## src/rtl/sbus_cond_pkg.sv

```systemverilog
package sbus_cond_pkg;
  localparam int BIT_START_CMD  = 0;
  localparam int BIT_STOP_CMD   = 1;
  localparam int BIT_START_SEEN = 2;
  localparam int BIT_STOP_SEEN  = 3;
  localparam int STAT_W         = 4;

  typedef struct packed {
    logic stop_seen;
    logic start_seen;
    logic stop_cmd;
    logic start_cmd;
  } cond_stat_t;
endpackage

```

## src/rtl/sbus_sync.sv

```systemverilog
module sbus_sync #(
  parameter int WIDTH  = 2,
  parameter int STAGES = 2,
  parameter logic RST_VAL = 1'b1
) (
  input  logic             clk,
  input  logic             rst,
  input  logic [WIDTH-1:0] d_in,
  output logic [WIDTH-1:0] d_out
);
  for (genvar i = 0; i < WIDTH; i++) begin : g_bit
    logic [STAGES-1:0] chain;
    always_ff @(posedge clk) begin
      if (rst) chain <= {STAGES{RST_VAL}};
      else     chain <= {chain[STAGES-2:0], d_in[i]};
    end
    assign d_out[i] = chain[STAGES-1];
  end
endmodule

```

## src/rtl/sbus_edge_det.sv

```systemverilog
module sbus_edge_det (
  input  logic clk,
  input  logic rst,
  input  logic scl_s,
  input  logic sda_s,
  output logic start_det,
  output logic stop_det
);
  logic scl_d, sda_d;

  always_ff @(posedge clk) begin
    if (rst) begin
      scl_d <= 1'b1;
      sda_d <= 1'b1;
    end else begin
      scl_d <= scl_s;
      sda_d <= sda_s;
    end
  end

  // SCL must be high on both samples around the SDA edge
  logic scl_held;
  assign scl_held  = scl_s & scl_d;
  assign start_det = scl_held & sda_d & ~sda_s;
  assign stop_det  = scl_held & ~sda_d & sda_s;
endmodule

```

## src/rtl/sbus_cmd_unit.sv

```systemverilog
module sbus_cmd_unit (
  input  logic clk,
  input  logic rst,
  input  logic en,
  input  logic wr_en,
  input  logic wr_start,
  input  logic wr_stop,
  output logic start_cmd,
  output logic stop_cmd,
  output logic sdo_q
);
  logic take;
  assign take = en & wr_en;

  always_ff @(posedge clk) begin
    if (rst) begin
      start_cmd <= 1'b0;
      stop_cmd  <= 1'b0;
      sdo_q     <= 1'b1;
    end else begin
      // command bits live for one cycle only
      start_cmd <= take & wr_start;
      stop_cmd  <= take & wr_stop;
      if (stop_cmd)       sdo_q <= 1'b1;
      else if (start_cmd) sdo_q <= 1'b0;
    end
  end
endmodule

```

## src/rtl/sbus_flag_unit.sv

```systemverilog
module sbus_flag_unit (
  input  logic clk,
  input  logic rst,
  input  logic en,
  input  logic xfer_start,
  input  logic addr_miss,
  input  logic start_det,
  input  logic stop_det,
  output logic start_seen,
  output logic stop_seen
);
  logic clr_start, clr_stop;
  assign clr_start = xfer_start | stop_det | ~en;
  assign clr_stop  = xfer_start | addr_miss | ~en;

  always_ff @(posedge clk) begin
    if (rst) begin
      start_seen <= 1'b0;
      stop_seen  <= 1'b0;
    end else begin
      if (clr_start)      start_seen <= 1'b0;
      else if (start_det) start_seen <= 1'b1;
      if (clr_stop)       stop_seen  <= 1'b0;
      else if (stop_det)  stop_seen  <= 1'b1;
    end
  end
endmodule

```

## src/rtl/sbus_cond_ctl.sv

```systemverilog
module sbus_cond_ctl
  import sbus_cond_pkg::*;
#(
  parameter int REG_W       = 8,
  parameter int SYNC_STAGES = 2
) (
  input  logic             clk,
  input  logic             rst,
  input  logic             en,
  input  logic             xfer_start,
  input  logic             addr_miss,
  input  logic             wr_en,
  input  logic [REG_W-1:0] wr_data,
  output logic [REG_W-1:0] rd_data,
  input  logic             scl_raw,
  input  logic             sda_raw,
  output logic             sdo_q
);
  localparam int PAD_W = REG_W - STAT_W;

  logic [1:0] bus_s;
  logic       start_det, stop_det;
  cond_stat_t stat;

  sbus_sync #(.WIDTH(2), .STAGES(SYNC_STAGES), .RST_VAL(1'b1)) u_sync (
    .clk(clk), .rst(rst), .d_in({scl_raw, sda_raw}), .d_out(bus_s)
  );

  sbus_edge_det u_edge (
    .clk(clk), .rst(rst), .scl_s(bus_s[1]), .sda_s(bus_s[0]),
    .start_det(start_det), .stop_det(stop_det)
  );

  sbus_cmd_unit u_cmd (
    .clk(clk), .rst(rst), .en(en), .wr_en(wr_en),
    .wr_start(wr_data[BIT_START_CMD]), .wr_stop(wr_data[BIT_STOP_CMD]),
    .start_cmd(stat.start_cmd), .stop_cmd(stat.stop_cmd), .sdo_q(sdo_q)
  );

  sbus_flag_unit u_flag (
    .clk(clk), .rst(rst), .en(en), .xfer_start(xfer_start),
    .addr_miss(addr_miss), .start_det(start_det), .stop_det(stop_det),
    .start_seen(stat.start_seen), .stop_seen(stat.stop_seen)
  );

  assign rd_data = {{PAD_W{1'b0}}, stat};
endmodule

```

## config.mk

```make
export PLATFORM = sky130hd
export DESIGN_NAME = sbus_cond_ctl
export DESIGN_NICKNAME = d
export VERILOG_FILES = /design/src/rtl/sbus_cond_pkg.sv /design/src/rtl/sbus_sync.sv /design/src/rtl/sbus_edge_det.sv /design/src/rtl/sbus_cmd_unit.sv /design/src/rtl/sbus_flag_unit.sv /design/src/rtl/sbus_cond_ctl.sv
export SDC_FILE = /design/constraint.sdc
export NUM_CORES = 1
export LEC_CHECK = 0
export BUFFER_PORTS_ARGS = -buffer_cell sky130_fd_sc_hd__buf_2
export CORE_AREA = 2 2 39 41
export CTS_CLUSTER_SIZE = 25
export DETAILED_ROUTE_END_ITERATION = 8
export DIE_AREA = 0 0 41 43
export GPL_TIMING_DRIVEN = 1
export PLACE_DENSITY = 0.7
export REMOVE_ABC_BUFFERS = 1
export SYNTH_ARGS = -nofsm -noshare
export SYNTH_HDL_FRONTEND = slang
export SYNTH_SLANG_ARGS = --single-unit
```

## constraint.sdc

```tcl
create_clock -name clk -period 1.07 [get_ports clk]
set_clock_uncertainty 0.15 [all_clocks]
set_input_delay 0.0535 -clock clk [delete_from_list [all_inputs] [get_ports clk]]
set_output_delay 0.0535 -clock clk [all_outputs]
set_load 0.05 [all_outputs]
```

==> run metrics, run 1 <==
run status=finished clean; buffers from clock root to sink, at most=2; number of antenna-violating nets in the routed design=0; reported max-cap violation count=0; drc violations=0; 1st-iter DRT viols=1; shortest period the worst path allows=1.056 ns; signal arrival time at the worst endpoint=1.06 ns; die extent in y=43 um; total setup buffers inserted after CTS=0; Clock Latency Late Sink=0.26 ns; clock tree sinks=11; worst reg2reg path startpoint=u_edge.sda_d; terminating pin of the worst hold path=u_sync.g_bit[0].chain[1]; netlist area before placement=419.2 um2; Initial Utilization=30.29%; Power Total=0.0008177 W; total routing usage reported by global routing=11.03%; Lkg Pwr=0.2754 nW; H-tree depth=1; endpoints failing setup=0; maximum fanout encountered on the critical timing path=10; Layout Area Growth over Synthesis=40.60%; setup repair after global routing missed its margin=no; register-to-register path setup slack=0.13 ns; fraction of synthesized cell area taken by the top area cell type=52.54%; peak per-stage delay on the critical path=0.53 ns; launch instance of the worst min-delay path=u_sync.g_bit[0].chain[0]; num rows=14; Total Nets Final=79; pins over their slew limit=0; number of CTS-inserted buffers=3; list of cells traversed by the critical path=dlygate4sd3_1 > buf_2 > or2_2; number of vias per cell after detailed routing=4.077; Worst Slack Setup Final=0.01366 ns; TritonCTS clock tree=yes; horizontal extent of the die=41 um; Clock Pin Slew Worst Setup and Hold Paths=0.06 ns; diodes inserted=0; placement-stage worst setup slack=0.1202 ns; pwr/cell area=1387 nW/um2; number of antenna violations at the first check in global routing=0; VDD IR max=659.4 uV; root buffer cell=sky130_fd_sc_hd__clkbuf_4; Worst Reg2Reg Path Length in Cells=3; total wire length after detailed routing=687 um; 1st-pass router iterations=2; largest area contributor in the netlist=sky130_fd_sc_hd__dfxtp_1; core outline area=1384 um2; I/O pin count=25; via count of the first global-routing pass=280; final estimated routing congestion in global placement=0.5749; WL per Instance=8.808 um; hold violation total from the final report=0; Post-Syn Area per Cell=10.48 um2; area enclosed by the die boundary=1763 um2; total overflow reported by the global router=0; Filler Cell Count=137; Required @ worst endpoint=1.07 ns; count of unique library cells instantiated by Yosys=16; Setup Crit Path Kind=in2reg; Critical Path Source Type=input port; cell types occupying the most area after synthesis=sky130_fd_sc_hd__dfxtp_1 (53%), sky130_fd_sc_hd__buf_4 (14%), sky130_fd_sc_hd__or2_2 (9.0%); cell with the largest stage delay on the worst path=sky130_fd_sc_hd__dlygate4sd3_1; Synthesis Warnings=0; instance count of the mapped netlist=40; number of vias in the routed layout=318; maximum clock rate=0.9467 GHz; share of the clock period used by the worst path=98.72%; count of cells along the worst hold path=1; share of synthesized area occupied by flip-flops and latches=52.54%; fraction of layout cells with a size suffix above 1=46.77%; endpoint of the worst register-to-register path=u_flag.stop_seen; Critical Path End Type=flip-flop; final sum of negative setup slack=0 ns; number of flip-flops and latches in the synthesized netlist=11; worst min-delay path class=reg2reg; first-pass GRT wire length=1.152 mm; pin count of the biggest net entering global routing=11; PortBufs=14
## area by class of cell
type | count | area, um2 | share of cell area, %
Sequential cell | 11 | 220.2 | 37.37
Timing Repair Buffer | 23 | 172.7 | 29.30
Tap cell | 16 | 20.02 | 3.397
Clock buffer | 4 | 26.28 | 4.459
Inverter | 2 | 7.507 | 1.274
Multi-Input combinational cell | 22 | 142.6 | 24.20
## worst max path at each step
| stage | startpoint | endpoint | slack (ns) |
|---|---|---|---|
| after CTS | u_cmd.sdo_q | sdo_q | 0.01 |
| after global placement | u_edge.sda_d | u_flag.stop_seen | 0.14 |
| after global routing | rst | u_sync.g_bit[1].chain[1] | 0.003 |
| final | rst | u_sync.g_bit[1].chain[0] | 0.01 |
| after floorplan | u_flag.start_seen | u_flag.start_seen | -0.14 |
| after detailed placement | u_edge.sda_d | u_flag.stop_seen | 0.12 |
## power by group
part | switching [W] | internal (W)
registers | 0.00000630 | 0.000422
clock network | 0.000128 | 0.000144
logic | 0.0000666 | 0.0000501
total | 0.000201 | 0.000617
## registers in the layout (all words and copies together) (netlist names)
signal and flops:
u_edge.sda_d 1, u_edge.scl_d 1, u_flag.start_seen 1, u_sync.g_bit.chain 4
u_cmd.start_cmd 1, u_cmd.stop_cmd 1, u_cmd.sdo_q 1, u_flag.stop_seen 1
## per-layer routing
layer / part of all wire [%] / track usage [%] / vias to the layer above
met5: 0 / 0 / -
met4: 4.9 / 12.00 / 0
met3: 6.8 / 4.712 / 4
met2: 46 / 14.37 / 15
met1: 42 / 11.88 / 134
li1: - / - / 165
## worst max-delay path: cells and delay by family
kind	cells	cell delay [ns]
simple gates	1	0.30
buf+inv	2	0.70
## synth_stat cells, drive strengths merged
master  count
nor3        1
inv         2
nand2       2
dfxtp      11
nor2        2
a31oi       1
conb        1
a41oi       1
and4b       2
a211oi      1
o21ai       2
buf         8
or2         6
## what timing repair did
action                     CTS  global route
resized for setup            3             2
hold endpoints to repair    11             0
hold buffers                 9             0
pin swaps                    0             0
setup endpoints to repair    3             2
## layout by cell type (no fill, tap or decap)
cell	netlist	routed
sky130_fd_sc_hd__o21ai_1	1	1
sky130_fd_sc_hd__buf_2	0	9
sky130_fd_sc_hd__conb_1	1	4
sky130_fd_sc_hd__or2_2	6	6
sky130_fd_sc_hd__inv_1	2	2
sky130_fd_sc_hd__o21ai_0	1	1
sky130_fd_sc_hd__nor2_1	1	1
sky130_fd_sc_hd__nand2_2	1	1
sky130_fd_sc_hd__dfxtp_1	11	11
sky130_fd_sc_hd__dlygate4sd3_1	0	9
sky130_fd_sc_hd__nor3_2	1	1
sky130_fd_sc_hd__a41oi_1	1	1
sky130_fd_sc_hd__buf_4	8	3
sky130_fd_sc_hd__and4b_2	2	2
sky130_fd_sc_hd__clkbuf_1	0	1
sky130_fd_sc_hd__a31oi_1	1	1
sky130_fd_sc_hd__nor2_2	1	1
sky130_fd_sc_hd__clkbuf_4	0	5
sky130_fd_sc_hd__nand2_1	1	1
sky130_fd_sc_hd__a211oi_2	1	1
## per-stage QoR
stage | cell area (um2) | hold WS, ns | util [%] | cells
6_report | 589.3 | 0.2600 | 42.59 | 78
5_1_grt | 589.3 | 0.2728 | 42.59 | 78
4_1_cts | 584.3 | 0.2637 | 42.22 | 78
3_5_place_dp | 460.4 | 0.07520 | 33.27 | 65
3_3_place_gp | 460.4 | 0.07553 | 33.27 | 65
2_1_floorplan | 370.4 | -0.02678 | - | 35
## kinds of logic (layout without fill, tap and decap cells)
logic type             after synthesis  in the layout  synth area share [%]
flip-flops                          11             11                 52.54
AND/OR/NAND/NOR                     13             13                 21.49
AO/OA/AOI/OAI                        5              5                 8.954
other                                1              4                0.8947
buffers and inverters               10             29                 16.12
No activity file was read; power rests on OpenSTA's default activity.
==> inputs of run 2 (changes only) <==
--- a/config.mk
+++ b/config.mk
@@ -7,10 +7,9 @@
 export LEC_CHECK = 0
 export BUFFER_PORTS_ARGS = -buffer_cell sky130_fd_sc_hd__buf_2
-export CORE_AREA = 2 2 39 41
+export CORE_UTILIZATION = 25
 export CTS_CLUSTER_SIZE = 25
 export DETAILED_ROUTE_END_ITERATION = 8
-export DIE_AREA = 0 0 41 43
 export GPL_TIMING_DRIVEN = 1
-export PLACE_DENSITY = 0.7
+export PLACE_DENSITY = 0.6
 export REMOVE_ABC_BUFFERS = 1
 export SYNTH_ARGS = -nofsm -noshare
==> constraint.sdc (replaced) <==
create_clock -name clk -period 1.07 [get_ports clk]
set_clock_uncertainty 0.15 [all_clocks]
set_input_delay 0.214 -clock clk [delete_from_list [all_inputs] [get_ports clk]]
set_output_delay 0.214 -clock clk [all_outputs]
set_load 0.05 [all_outputs]
==> run 2 against run 1 <==
The flow now finishes with violations (hold timing, setup timing). Sequential share of layout area grew 3.0 points. Setup slack lost 0.058 ns. Count of clock-buffer cells in the layout is the same. Die area grew 4.6%. Register-to-register slack is essentially flat. Fmax shrank 5.2%. Non-clock buffer count shrank 7. Final area shrank 4.9%. Via count shrank 6.9%.
==> run metrics, run 2 (same netlist as run 1, synthesis figures left out) <==
area enclosed by the die boundary=1844 um2; register ranked first by flip-flop count=u_sync.g_bit.chain; H-tree depth=1; TritonCTS clock tree=yes; most frequent cells in the layout=sky130_fd_sc_hd__buf_2 (9), sky130_fd_sc_hd__or2_2 (6), sky130_fd_sc_hd__dfxtp_1 (6); maximum fanout encountered on the critical timing path=2; endpoints failing setup=5; final estimated routing congestion in global placement=0.7004; Filler Cell Count=163; setup repair after global routing missed its margin=yes; HPWL after DPL=446.2 um; VDD IR max=501.6 uV; switching part of the total=24.37%; Required @ worst endpoint=0.71 ns; Lkg Pwr=0.2599 nW; pins over their slew limit=0; maximum clock rate=0.8970 GHz; launch instance of the worst min-delay path=scl_raw; buffers from clock root to sink, at most=2; 1st-iter DRT viols=4; most common cell after layout, fill and taps aside=sky130_fd_sc_hd__buf_2; drc violations=0; area taken by flip-flops and latches=226.5 um2; Int Power=0.0006038 W; total routing usage reported by global routing=8.129%; Clock power frac=33.6%; diodes inserted=0; terminating pin of the worst hold path=u_sync.g_bit[1].chain[0]; worst reg2reg path startpoint=u_edge.sda_d; post-layout util=36.36%; delay-heaviest family, CP=flip-flops; total overflow reported by the global router=0; Worst Reg2Reg Path Length in Cells=3; run status=finished with violations; Worst Path Buf+Inv=1; count of cells along the worst hold path=2; worst min-delay path class=in2reg; max reg flops=4; hold bufs inserted after CTS=1; signal arrival time at the worst endpoint=0.75 ns; hold violation total from the final report=2; clock tree sinks=11; I/O pin count=25; number of antenna-violating nets in the routed design=0; 1st-pass router iterations=2; total wire length after detailed routing=577 um; shortest period the worst path allows=1.115 ns; register-to-register path setup slack=0.12 ns; Power Total=0.0007984 W; horizontal extent of the die=42.95 um; sequential cell fraction of total power=53.9%; Total Nets Final=72; list of cells traversed by the critical path=buf_8; pwr/cell area=1424 nW/um2; Clock Latency Late Sink=0.26 ns; violated checks=hold timing, setup timing; power spent charging and discharging nets=0.0001946 W; num rows=14; WL per Instance=8.127 um; worst slack on hold paths=-0.02123 ns; multi-input combinational cell area=142.6 um2; Worst Slack Setup Final=-0.04482 ns; first-pass GRT wire length=1.048 mm; final sum of negative setup slack=-0.1854 ns; pin count of the biggest net entering global routing=11; via count of the first global-routing pass=275; Critical Path Source Type=flip-flop; die extent in y=42.95 um; logic gate share of total power=12.4%; number of antenna violations at the first check in global routing=0; Initial Utilization=27.19%; number of CTS-inserted buffers=3; Layout Area Growth over Synthesis=33.73%; number of vias per cell after detailed routing=4.169; core outline area=1541 um2; Clock Pin Slew Worst Setup and Hold Paths=0.06 ns; Critical Path End Type=output pin; cell with the largest stage delay on the worst path=sky130_fd_sc_hd__dfxtp_2; PortBufs=14; root buffer cell=sky130_fd_sc_hd__clkbuf_4; fraction of layout cells with a size suffix above 1=63.64%; share of the clock period used by the worst path=104.2%; Setup Crit Path Kind=reg2out; endpoint of the worst register-to-register path=u_flag.stop_seen; peak per-stage delay on the critical path=0.35 ns; reported max-cap violation count=0; number of vias in the routed layout=296
run 2: cell types whose count changed in the layout (fill, tap and decap cells not counted), sizes merged:
cell         change
buf              +3
clkbuf           -2
dlygate4sd3      -8
run 2: per-stage QoR:
stage | area, um2 | hold slack (ns) | instances | setup WS (ns)
5_1_grt | 560.5 | -0.03742 | 71 | -0.08564
4_1_cts | 549.3 | -0.02999 | 71 | -0.06054
3_3_place_gp | 460.4 | 0.2377 | 65 | 0.1215
3_5_place_dp | 460.4 | 0.2353 | 65 | 0.1057
2_1_floorplan | 370.4 | 0.1337 | 35 | -0.1406
6_report | 560.5 | -0.02123 | 71 | -0.04482
run 2: power groups by stage:
stage               clock network [W]  registers (W)   logic, W
floorplan                           0       0.000450  0.0000496
detailed placement                  0       0.000438  0.0000891
global route                 0.000321       0.000432   0.000107
global placement                    0       0.000437  0.0000880
CTS                          0.000284       0.000430  0.0000980
finish                       0.000268       0.000431  0.0000993
run 2: area by class of cell:
| type | instances | area share, % |
|---|---|---|
| Tap cell | 16 | 3.571 |
| Sequential cell | 11 | 40.40 |
| Multi-Input combinational cell | 22 | 25.45 |
| Inverter | 2 | 1.339 |
| Clock buffer | 4 | 4.687 |
| Timing Repair Buffer | 16 | 24.55 |
run 2: metal layers:
metal	part of all wire [%]	up-vias	wire length (um)	global-route usage (%)
met5	0	-	0	0
met4	2.3	0	13	7.273
met3	9.4	2	54	3.830
met2	46	18	266	12.12
met1	42	125	243	8.333
li1	-	151	-	-
run 2: how the worst max path moves through the flow:
stage	start	to	slack, ns	depth (start not counted)
after floorplan	u_flag.start_seen	u_flag.start_seen	-0.14	2
after global routing	u_cmd.stop_cmd	rd_data[1]	-0.09	1
final	u_flag.stop_seen	rd_data[3]	-0.04	1
after global placement	u_flag.start_seen	rd_data[2]	0.12	1
after detailed placement	u_flag.start_seen	rd_data[2]	0.11	1
after CTS	u_flag.stop_seen	rd_data[3]	-0.06	1
run 2: what timing repair did:
item / in CTS / in global routing
gates resized for setup: 17 / 3
buffers inserted: 1 / 0
endpoints found under the setup margin: 5 / 5
endpoints found under the hold margin: 3 / 2
==> inputs of run 3 (changes only) <==
--- a/config.mk
+++ b/config.mk
@@ -11,7 +11,8 @@
 export DETAILED_ROUTE_END_ITERATION = 8
 export GPL_TIMING_DRIVEN = 1
-export PLACE_DENSITY = 0.6
+export PLACE_DENSITY = 0.61
 export REMOVE_ABC_BUFFERS = 1
 export SYNTH_ARGS = -nofsm -noshare
 export SYNTH_HDL_FRONTEND = slang
+export SYNTH_HIERARCHICAL = 1
 export SYNTH_SLANG_ARGS = --single-unit
--- a/constraint.sdc
+++ b/constraint.sdc
@@ -3,3 +3,3 @@
 set_input_delay 0.214 -clock clk [delete_from_list [all_inputs] [get_ports clk]]
 set_output_delay 0.214 -clock clk [all_outputs]
-set_load 0.05 [all_outputs]
+set_load 0.02 [all_outputs]
==> run 3 against run 2 <==
Sequential power is essentially flat. Combinational power shrank 19%. First-iteration DRC count is 25% lower. Sequential share of layout area shrank 1.1 points. The run ends with setup timing left. Count of clock-buffer cells in the layout unchanged.
==> run metrics, run 3 <==
run status=finished with violations; violated checks=setup timing; pin count of the biggest net entering global routing=10; clock tree sinks=11; signal arrival time at the worst endpoint=0.71 ns; HPWL after DPL=440.3 um; Critical Path End Type=output pin; Non-Filler Instances=75; buffers from clock root to sink, at most=2; cell with the largest stage delay on the worst path=sky130_fd_sc_hd__dfxtp_2; reported max-cap violation count=0; worst reg2reg path startpoint=u_edge/sda_d; Clock Pin Slew Worst Setup and Hold Paths=0.06 ns; most common cell in the netlist=sky130_fd_sc_hd__dfxtp_1; total cell area at the placement stage=467.9 um2; list of cells traversed by the critical path=buf_6; die extent in y=41.83 um; fraction of synthesized cell area taken by the top area cell type=55.52%; maximum clock rate=0.9334 GHz; share of async-settable or async-resettable flops after synthesis=0%; register-to-register path setup slack=0.13 ns; area enclosed by the die boundary=1750 um2; shortest period the worst path allows=1.071 ns; instance count of the mapped netlist=37; setup repair after global routing missed its margin=yes; delay-heaviest family, CP=flip-flops; peak per-stage delay on the critical path=0.34 ns; 1st-iter DRT viols=3; horizontal extent of the die=41.83 um; most common cell after layout, fill and taps aside=sky130_fd_sc_hd__buf_2; pwr/cell area=1342 nW/um2; Setup Crit Path Kind=reg2out; # placed instances=66; fraction of layout cells with a size suffix above 1=49.15%; number of antenna-violating nets in the routed design=0; share of synthesized area occupied by flip-flops and latches=55.52%; Total Nets Final=76; I/O pin count=25; Commonest cells post-synth=sky130_fd_sc_hd__dfxtp_1 (11), sky130_fd_sc_hd__buf_4 (6), sky130_fd_sc_hd__or2_1 (6), sky130_fd_sc_hd__nor2_1 (3); final estimated routing congestion in global placement=0.6619; Routed met1 length=285 um; Synthesis Warnings=6; register ranked first by flip-flop count=u_sync/g_bit.chain; total overflow reported by the global router=0; drc violations=0; Worst Path Buf+Inv=1; first-pass GRT wire length=1.028 mm; TritonCTS clock tree=yes; post-route standard cell area excluding fillers=576.8 um2; worst min-delay path class=in2reg; cell types occupying the most area after synthesis=sky130_fd_sc_hd__dfxtp_1 (56%), sky130_fd_sc_hd__buf_4 (11%), sky130_fd_sc_hd__or2_1 (9.5%); VDD IR max=643.1 uV; Worst Reg2Reg Path Length in Cells=3; predominant post-synthesis flop cell=sky130_fd_sc_hd__dfxtp_1; placement-stage worst setup slack=-0.03975 ns; Lkg Pwr=0.2632 nW; Filler Cell Count=149; maximum fanout encountered on the critical timing path=2; H-tree depth=1; Worst Slack Setup Final=-0.001358 ns; number of antenna violations at the first check in global routing=0; number of enable flip-flop cells after synthesis=0; share of the clock period used by the worst path=100.1%; met3 WL=39 um; max reg flops=4; worst slack on hold paths=0.04354 ns; hold violation total from the final report=0; pins over their slew limit=0; total wire length after detailed routing=613 um; post-layout util=38.74%; largest area contributor in the netlist=sky130_fd_sc_hd__dfxtp_1; Post-Syn Area per Cell=10.72 um2; num rows=14; most frequent cells in the layout=sky130_fd_sc_hd__buf_2 (9), sky130_fd_sc_hd__or2_1 (6), sky130_fd_sc_hd__dfxtp_1 (6); count of cells along the worst hold path=2; PortBufs=14; endpoints failing setup=1; number of vias per cell after detailed routing=3.987; Required @ worst endpoint=0.71 ns; Initial Utilization=26.64%; highest layer used for signal routing=met4; count of unique library cells instantiated by Yosys=12; detailed-routed wire length on met2=278 um; number of CTS-inserted buffers=3; terminating pin of the worst hold path=u_cmd/stop_cmd; Critical Path Source Type=flip-flop; via count of the first global-routing pass=274; WL per Instance=8.173 um; Layout Area Growth over Synthesis=45.43%; source of the critical timing path=u_cmd/stop_cmd; netlist area before placement=396.6 um2; number of vias in the routed layout=299; 1st-pass router iterations=4; diodes inserted=0; number of flip-flops and latches in the synthesized netlist=11; root buffer cell=sky130_fd_sc_hd__clkbuf_4; endpoint of the worst register-to-register path=u_flag/stop_seen; Clock Latency Late Sink=0.26 ns; launch instance of the worst min-delay path=wr_data[1]; total routing usage reported by global routing=8.243%; core outline area=1489 um2
## run 3: cell families after synthesis
logic type / after synthesis / synth area share, %
other: 1 / 0.9455
flip-flops: 11 / 55.52
AO/OA/AOI/OAI: 1 / 1.261
AND/OR/NAND/NOR: 17 / 29.97
buffers and inverters: 7 / 12.30
## run 3: final cells by class
cell class | instances | area (um2) | area share (%)
Multi-Input combinational cell | 22 | 138.9 | 24.08
Sequential cell | 11 | 226.5 | 39.26
Inverter | 1 | 3.754 | 0.6508
Clock buffer | 4 | 26.28 | 4.555
Tap cell | 16 | 20.02 | 3.471
Timing Repair Buffer | 21 | 161.4 | 27.98
## run 3: metrics by stage
stage                      TNS [ns]  total power [W]
final                     -0.001358        0.0007742
after floorplan                   0        0.0004692
after detailed placement   -0.07484        0.0005023
after global routing        -0.1252        0.0008201
after CTS                  -0.03754        0.0007879
after global placement     -0.08047        0.0005008
## run 3: worst max-delay path by stage
stage	to	cells past startpoint	slack [ns]
finish	rd_data[1]	1	-0.001
global route	rd_data[1]	1	-0.04
CTS	rd_data[1]	1	-0.01
detailed placement	u_flag/stop_seen	3	-0.04
global placement	u_flag/start_seen	3	-0.04
floorplan	u_flag/start_seen	2	0.11
## run 3: metal layers
layer	track usage, %	vias to the layer above
met2	11.88	11
li1	-	155
met5	0	-
met1	8.672	131
met4	5.806	0
met3	5.217	2
## run 3: timing repair
action                                 CTS  global route
setup endpoints to repair                5             5
endpoints found under the hold margin    3             0
buffers inserted                         0             2
resized for setup                       15             0
gates cloned                             0             0
hold buffers                             3             0
## run 3: where the power goes
group / switching (W) / total [W] / internal [W]
Sequential: 0.00000518 / 0.000428 / 0.000423
Combinational: 0.0000375 / 0.0000805 / 0.0000430
Clock: 0.000122 / 0.000266 / 0.000144
